$ cat src/rtl/spike_switch_pkg.sv
package spike_switch_pkg;
  localparam int NUM_SIDES = 5;

  typedef enum logic [2:0] {
    SIDE_N = 3'd0,
    SIDE_S = 3'd1,
    SIDE_E = 3'd2,
    SIDE_W = 3'd3,
    SIDE_T = 3'd4
  } side_e;

  // Flat channel index for side s, channel c
  function automatic int chan_idx(side_e s, int c, int per_side);
    return int'(s) * per_side + c;
  endfunction
endpackage

$ cat src/rtl/spike_cfg_bank.sv
module spike_cfg_bank #(
  parameter int NCH  = 20,
  parameter int SELW = 5
) (
  input  logic                clk,
  input  logic                rst_n,
  input  logic                run,
  input  logic                cfg_we,
  input  logic [SELW-1:0]     cfg_sel,
  input  logic [NCH-1:0]      cfg_mask,
  output logic [NCH*NCH-1:0]  mask_flat
);
  for (genvar o = 0; o < NCH; o++) begin : g_row
    logic [NCH-1:0] row_q;
    logic           row_wr;

    assign row_wr = cfg_we && !run && (cfg_sel == SELW'(o));

    always_ff @(posedge clk or negedge rst_n) begin
      if (!rst_n)      row_q <= '0;
      else if (row_wr) row_q <= cfg_mask;
    end

    assign mask_flat[o*NCH +: NCH] = row_q;
  end


  cfg_frozen_chk: assert property (@(posedge clk) disable iff (!rst_n)
    run |=> $stable(mask_flat));


  bad_sel_chk: assert property (@(posedge clk) disable iff (!rst_n)
    (cfg_we && (int'(cfg_sel) >= NCH)) |=> $stable(mask_flat));
endmodule

$ cat src/rtl/spike_merge_lane.sv
module spike_merge_lane #(
  parameter int NCH = 20
) (
  input  logic           run,
  input  logic [NCH-1:0] spk_in,
  input  logic [NCH-1:0] mask,
  output logic           spk_o
);
  logic [NCH-1:0] hits;

  always_comb begin
    hits  = spk_in & mask;
    spk_o = run && (|hits);
  end
endmodule

$ cat src/rtl/spike_switch_box.sv
module spike_switch_box #(
  parameter int  CH_PER_SIDE = 4,
  localparam int NCH  = spike_switch_pkg::NUM_SIDES * CH_PER_SIDE,
  localparam int SELW = (NCH > 1) ? $clog2(NCH) : 1
) (
  input  logic            clk,
  input  logic            rst_n,
  input  logic            run,
  input  logic            cfg_we,
  input  logic [SELW-1:0] cfg_sel,
  input  logic [NCH-1:0]  cfg_mask,
  input  logic [NCH-1:0]  spk_in,
  output logic [NCH-1:0]  spk_out
);
  logic [NCH*NCH-1:0] mask_flat;

  spike_cfg_bank #(.NCH(NCH), .SELW(SELW)) u_bank (
    .clk      (clk),
    .rst_n    (rst_n),
    .run      (run),
    .cfg_we   (cfg_we),
    .cfg_sel  (cfg_sel),
    .cfg_mask (cfg_mask),
    .mask_flat(mask_flat)
  );

  for (genvar o = 0; o < NCH; o++) begin : g_lane
    spike_merge_lane #(.NCH(NCH)) u_lane (
      .run   (run),
      .spk_in(spk_in),
      .mask  (mask_flat[o*NCH +: NCH]),
      .spk_o (spk_out[o])
    );


    unconfigured_quiet_chk: assert property (@(posedge clk) disable iff (!rst_n)
      (mask_flat[o*NCH +: NCH] == '0) |-> !spk_out[o]);
  end


  idle_when_config_chk: assert property (@(posedge clk) disable iff (!rst_n)
    !run |-> (spk_out == '0));


  no_spurious_chk: assert property (@(posedge clk) disable iff (!rst_n)
    (spk_in == '0) |-> (spk_out == '0));
endmodule

$ cat config.mk
export PLATFORM = sky130hd
export DESIGN_NAME = spike_switch_box
export DESIGN_NICKNAME = d
export VERILOG_FILES = /design/src/rtl/spike_switch_pkg.sv /design/src/rtl/spike_cfg_bank.sv /design/src/rtl/spike_merge_lane.sv /design/src/rtl/spike_switch_box.sv
export SDC_FILE = /design/constraint.sdc
export NUM_CORES = 1
export LEC_CHECK = 0
export BUFFER_PORTS_ARGS = -buffer_cell sky130_fd_sc_hd__buf_4
export CAP_MARGIN = 10
export CORE_MARGIN = 2
export CORE_UTILIZATION = 35
export CTS_CLUSTER_DIAMETER = 50
export DETAILED_ROUTE_END_ITERATION = 8
export GPL_ROUTABILITY_DRIVEN = 0
export GPL_TIMING_DRIVEN = 0
export HOLD_SLACK_MARGIN = 0.06
export PLACE_DENSITY = 0.5
export SLEW_MARGIN = 15
export SYNTH_ARGS = -nofsm -noshare
export SYNTH_HDL_FRONTEND = slang
export SYNTH_SLANG_ARGS = --single-unit
$ cat constraint.sdc
create_clock -name clk -period 1.6 [get_ports clk]
set_input_delay 0.24 -clock clk [delete_from_list [all_inputs] [get_ports clk]]
set_output_delay 0.24 -clock clk [all_outputs]
set_load 0.01 [all_outputs]
==> impl_metrics.tcl, run 1 <==
set metrics [dict create \
    cts_made_buffers 48 \
    ff2ff_setup_slack_ns 0.72 \
    status "complete, but fails checks" \
    synth_cells 1234 \
    port-buffer-count 35 \
    die_w_um 227 \
    critPathKind "register to output port" \
    cp_max_fo 2 \
    grt_pass1_wl_mm 87.7 \
    start_util 0.355 \
    ff2ff_path_depth 2 \
    regToRegStartpoint "u_bank.g_row[8].row_q[3]" \
    ctsHoldBuffers 1 \
    max_freq_mhz 451 \
    skew_ns 0 \
    cp-start-kind "register" \
    clk_latency_ns 0.57 \
    crit_path_start "u_bank.g_row[15].row_q[11]" \
    final_cells 2007 \
    tns_ns -11.47 \
    p_leak_nw 9.55 \
    hold_class "input pin to asynchronous set/reset pin" \
    finalWorstSetupSlack_ns -0.618 \
    place_ws_ns -1.61 \
    finish.utilization 0.420 \
    drv_slew 0 \
    coreArea_mm2 0.0491 \
    grt_pass1_vias 11699 \
    finalCriticalPeriod_ns 2.22 \
    largest_reg_flops 400 \
    area_growth_pct 18.2 \
    fin_crit_sh 1.39 \
    layout_commonest_cell "dfrtp_1" \
    die_h_um 227 \
    setup_violations 40 \
    dp_hpwl_mm 37.8 \
    dr.pass1.iters 5 \
    clk_path_buf_depth 3 \
    worst_setup_path_end_kind "output port" \
    violations "hold timing, setup timing" \
    drtIter0Drc 833 \
    fillerInstances 4599 \
    drc 0 \
    num_io_pins 69 \
    htree_num_levels 2 \
    drive_above_1_share 0.485 \
    placed_area_mm2 0.0186 \
    seq_area_frac_synth 0.575 \
    vias 11390 \
    grt_use_total 0.246 \
    cpMaxStageDelayCell "dfrtp_1" \
    place_inst 1937 \
    row_count 81 \
    synth-warning-count 0 \
    syn_nets 1283 \
    ir_drop_uv 795 \
    r2r-end "u_bank.g_row[8].row_q[3]" \
    drv_cap 0 \
    hold_viol_final 206 \
    slew_headroom 0.146 \
    cts_sinks 400 \
    vias_per_cell 5.68 \
    grt_max_degree 102 \
    avgSynthCellArea_um2 14.1 \
    synth_cell_type_count 23 \
    postLayoutCellArea_mm2 0.0206 \
    top_regs "u_bank.g_row.row_q x400" \
    cp_cell_sequence "a22o_1 -> a221oi_2 -> nand4_1 -> o21a_1 -> buf_6" \
    cp_data_required_time_ns 1.36 \
    final_antenna_net_count 0 \
    nNetsFinal 1353 \
    crit_arrival_ns 1.98 \
    die_area_mm2 0.0516 \
    cpPeakStageDelay_ns 0.38 \
    syn_area_mm2 0.0174 \
    cellPowerDensity_mw_per_mm2 1330 \
    path_clk_slew_ns 0.06 \
    final_cell_mix "dfrtp_1, mux2_2, a22oi_1, a22o_1, clkbuf_1" \
    regMostFlops "u_bank.g_row.row_q" \
    clk_root_buffer_cell "clkbuf_16" \
    wl_mm 62.5 \
    cts_tree "yes" \
    antenna_found_initial 4 \
    rsz0062_at_grt "yes" \
    finalPower_mw 27.3 \
    worstMarginPinSlew_ns 1.28 \
    hold_ws_ns -0.539 \
    synth.ff_latch_count 400 \
    wl_per_cell_um 31.1 \
    grt_overflow 0 \
]
cell usage after synthesis, drive strengths merged:
cell type,number,area (um^2)
a22o,60,526
nor2b,4,25.0
nor3b,2,25.0
or2,1,6.26
nor2,3,11.3
nor3,2,20.0
nand3,22,110
and4b,1,10.0
clkbuf,79,297
a22oi,80,601
nand2,12,45.0
mux2,400,4500
nand4,20,125
buf,63,392
or3b,1,11.3
dfrtp,400,10000
a221oi,60,526
o21a,20,150
nand3b,2,15.0
and2b,2,15.0
timing repair:
item                                    in CTS  in global routing
pin swaps                                   51                 27
endpoints found under the setup margin      20                251
buffers inserted                             0                  1
hold endpoints to repair                   206                206
resized for setup                          113                  6
worst max-delay path: cells and delay by family, from the launching register on:
family | cells | cell delay, ns
simple gates | 1 | 0.19
flops | 1 | 0.38
buf+inv | 1 | 0.12
compound gates | 3 | 0.70
cell type report:
cell class	count	area (um^2)	share of cell area
Multi-Input combinational cell	692	7070	0.343
Sequential cell	400	10000	0.486
Timing Repair Buffer	40	463	0.0225
Antenna cell	2	5.00	0.000243
Buffer	122	611	0.0296
Clock inverter	20	208	0.0101
Tap cell	664	831	0.0403
Clock buffer	67	1390	0.0677
per-layer routing:
metal  part of all wire  GRT usage
met1               0.45      0.338
met2               0.47      0.397
met3              0.053     0.0422
met4              0.029     0.0729
met5            0.00021          0
power by group:
group / leakage, nW / total [mW] / switching [mW] / internal, mW
Sequential: 5.32 / 12.2 / 0.741 / 11.5
Combinational: 3.46 / 4.04 / 2.02 / 2.02
Clock: 0.775 / 11.1 / 4.48 / 6.58
Total: 9.55 / 27.3 / 7.24 / 20.1
cell families after synthesis:
kind of cell	synth area share
flip-flops	0.575
multiplexers	0.259
AND/OR/NAND/NOR	0.0241
AO/OA/AOI/OAI	0.103
buffers and inverters	0.0395
how the worst max path moves through the flow:
stage | endpoint | slack [ns] | depth (start not counted)
2_1_floorplan | u_bank.g_row[7].row_q[19] | -0.07 | 5
3_3_place_gp | u_bank.g_row[6].row_q[19] | -3.85 | 1
3_5_place_dp | spk_out[8] | -1.61 | 8
4_1_cts | spk_out[15] | -0.66 | 5
5_1_grt | spk_out[15] | -0.67 | 5
6_report | spk_out[15] | -0.62 | 5
Power figures use the tool's default switching activity.
==> inputs of run 2 (changes only) <==
CORE_ASPECT_RATIO = 1.5   (was unset)
CORE_UTILIZATION = 50   (was 35)
PLACE_DENSITY = 0.67   (was 0.5)
==> run 2 against run 1 <==
  * The run still ends with hold timing, setup timing left
  * Setup slack gained 0.040 ns
  * Combinational power about the same
  * Register-to-register slack barely moved
  * Power decreased by 5.0%
  * Clock skew unchanged
  * Fmax is 1.8% higher
  * Global-route usage increased by 7.4 points
  * Wire length fell by 8.9%
  * Clock-buffer cell count is 7 lower
  * Worst hold slack improved by 0.18 ns
  * Largest cell class unchanged
  * Clock power decreased by 13%
  * Non-clock buffer count rose by 9
==> impl_metrics.tcl, run 2 (same netlist as run 1, synthesis figures left out) <==
set metrics [dict create \
    status "complete, but fails checks" \
    violations "hold timing, setup timing" \
    drtIter0Drc 1050 \
    area_growth_pct 15.7 \
    max_freq_mhz 459 \
    regToRegStartpoint "u_bank.g_row[10].row_q[4]" \
    setup_violations 20 \
    cpPeakStageDelay_ns 0.84 \
    dr.pass1.iters 5 \
    finish.utilization 0.588 \
    cpMaxStageDelayCell "clkbuf_1" \
    antenna_found_initial 1 \
    port-buffer-count 35 \
    cellPowerDensity_mw_per_mm2 1290 \
    drc 0 \
    cp_cell_sequence "clkbuf_1 -> a22o_1 -> a221oi_2 -> nand4_1 -> o21a_1 -> buf_6" \
    cts_sinks 400 \
    wl_mm 56.9 \
    final_antenna_net_count 0 \
    layout_commonest_cell "dfrtp_1" \
    regMostFlops "u_bank.g_row.row_q" \
    hold_viol_final 93 \
    vias 11624 \
    hold_ws_ns -0.362 \
    crit_arrival_ns 1.94 \
    fin_crit_sh 1.36 \
    cp_data_required_time_ns 1.36 \
    grt_use_total 0.320 \
    critPathKind "input pin to output port" \
    clk_path_buf_depth 3 \
    num_io_pins 69 \
    coreArea_mm2 0.0343 \
    wl_per_cell_um 32.4 \
    htree_num_levels 2 \
    grt_pass1_wl_mm 82.1 \
    critical_path_buf_inv_count 2 \
    skew_ns 0 \
    largest_reg_flops 400 \
    slew_headroom 0.0990 \
    cts_made_buffers 39 \
    finalWorstSetupSlack_ns -0.578 \
    ir_drop_uv 677 \
    vias_per_cell 6.61 \
    row_count 83 \
    top_regs "u_bank.g_row.row_q x400" \
    grt_pass1_vias 11977 \
    finalPower_mw 25.9 \
    pwr-share-clk 0.373 \
    clk_root_buffer_cell "clkbuf_16" \
    final_cell_mix "dfrtp_1, mux2_2, a22oi_1, clkbuf_1, a22o_1" \
    p_leak_nw 9.48 \
    grt_max_degree 104 \
    dp_hpwl_mm 35.6 \
    path_clk_slew_ns 0.06 \
    rsz0062_at_grt "yes" \
    die_w_um 156 \
    critical_path.top_delay_family "buffers and inverters" \
    drive_above_1_share 0.477 \
    nNetsFinal 1353 \
    worstMarginPinSlew_ns 1.35 \
    die_h_um 233 \
    drv_slew 0 \
    finalCriticalPeriod_ns 2.18 \
    p_int_mw 19.3 \
    r2r-end "u_bank.g_row[10].row_q[4]" \
    grt_overflow 0 \
    ff2ff_path_depth 2 \
    p_sw_mw 6.66 \
    ff2ff_setup_slack_ns 0.71 \
    worst_setup_path_end_kind "output port" \
    die_area_mm2 0.0364 \
    cts_tree "yes" \
    cp-start-kind "input pin" \
    clk_latency_ns 0.54 \
    cp_max_fo 10 \
    combPwrFrac 0.156 \
    switching_share 0.257 \
    start_util 0.508 \
    drv_cap 0 \
    pwr-share-seq 0.471 \
    hold_class "input pin to asynchronous set/reset pin" \
    tns_ns -10.27 \
]
run 2: changes by cell type in the layout (fill, tap and decap cells not counted), moves of 5 or more:
cell / change
clkbuf_1: +11
a221oi_2: +5
a221oi_1: -5
buf_4: +7
clkbuf_2: -8
clkbuf_16: -7
clkinvlp_4: -6
run 2: repair_timing:
action                                 CTS  global route
cloned                                   1             1
buffers inserted                         5             3
resized for setup                      113            15
pin swaps                               43            27
setup endpoints to repair              203            98
endpoints found under the hold margin   93            93
run 2: power groups by stage:
stage               Sequential, mW  Combinational (mW)  Clock (mW)
floorplan                     12.1                2.51           0
global placement              12.2                3.70           0
detailed placement            12.3                3.82           0
CTS                           12.2                3.99        9.71
global route                  12.3                4.31        10.1
finish                        12.2                4.04        9.68
run 2: through the flow:
| stage | setup WS (ns) | cells | instance area [um^2] |
|---|---|---|---|
| final | -0.578 | 1758 | 20200 |
| after global routing | -0.629 | 1757 | 20100 |
| after CTS | -0.569 | 1752 | 20000 |
| after detailed placement | -1.43 | 1697 | 18300 |
| after global placement | -3.57 | 1694 | 18200 |
| after floorplan | -0.0743 | 1234 | 17400 |
run 2: layout make-up:
type                       instances  area [um^2]
multi-input combinational        692         7110
tap                              425          532
antenna                            1         2.50
fill                            2728        14100
sequential                       400        10000
buffer                           122          603
clock buffer                      60         1190
clock inverter                     9          145
timing repair buffer              49          566
run 2: worst max path at each step:
stage,startpoint,to,cells after the start
after detailed placement,spk_in[19],spk_out[12],8
after floorplan,run,u_bank.g_row[7].row_q[19],5
final,spk_in[11],spk_out[18],6
after global placement,rst_n,u_bank.g_row[14].row_q[19],1
after global routing,u_bank.g_row[15].row_q[11],spk_out[15],5
after CTS,u_bank.g_row[16].row_q[5],spk_out[16],5
run 2: per-layer routing:
layer	vias to the layer above	routed length [um]	GRT usage
met5	-	0	0
met4	0	3190	0.165
met3	158	3860	0.0512
met2	481	28200	0.534
met1	6218	21700	0.402
li1	4767	-	-
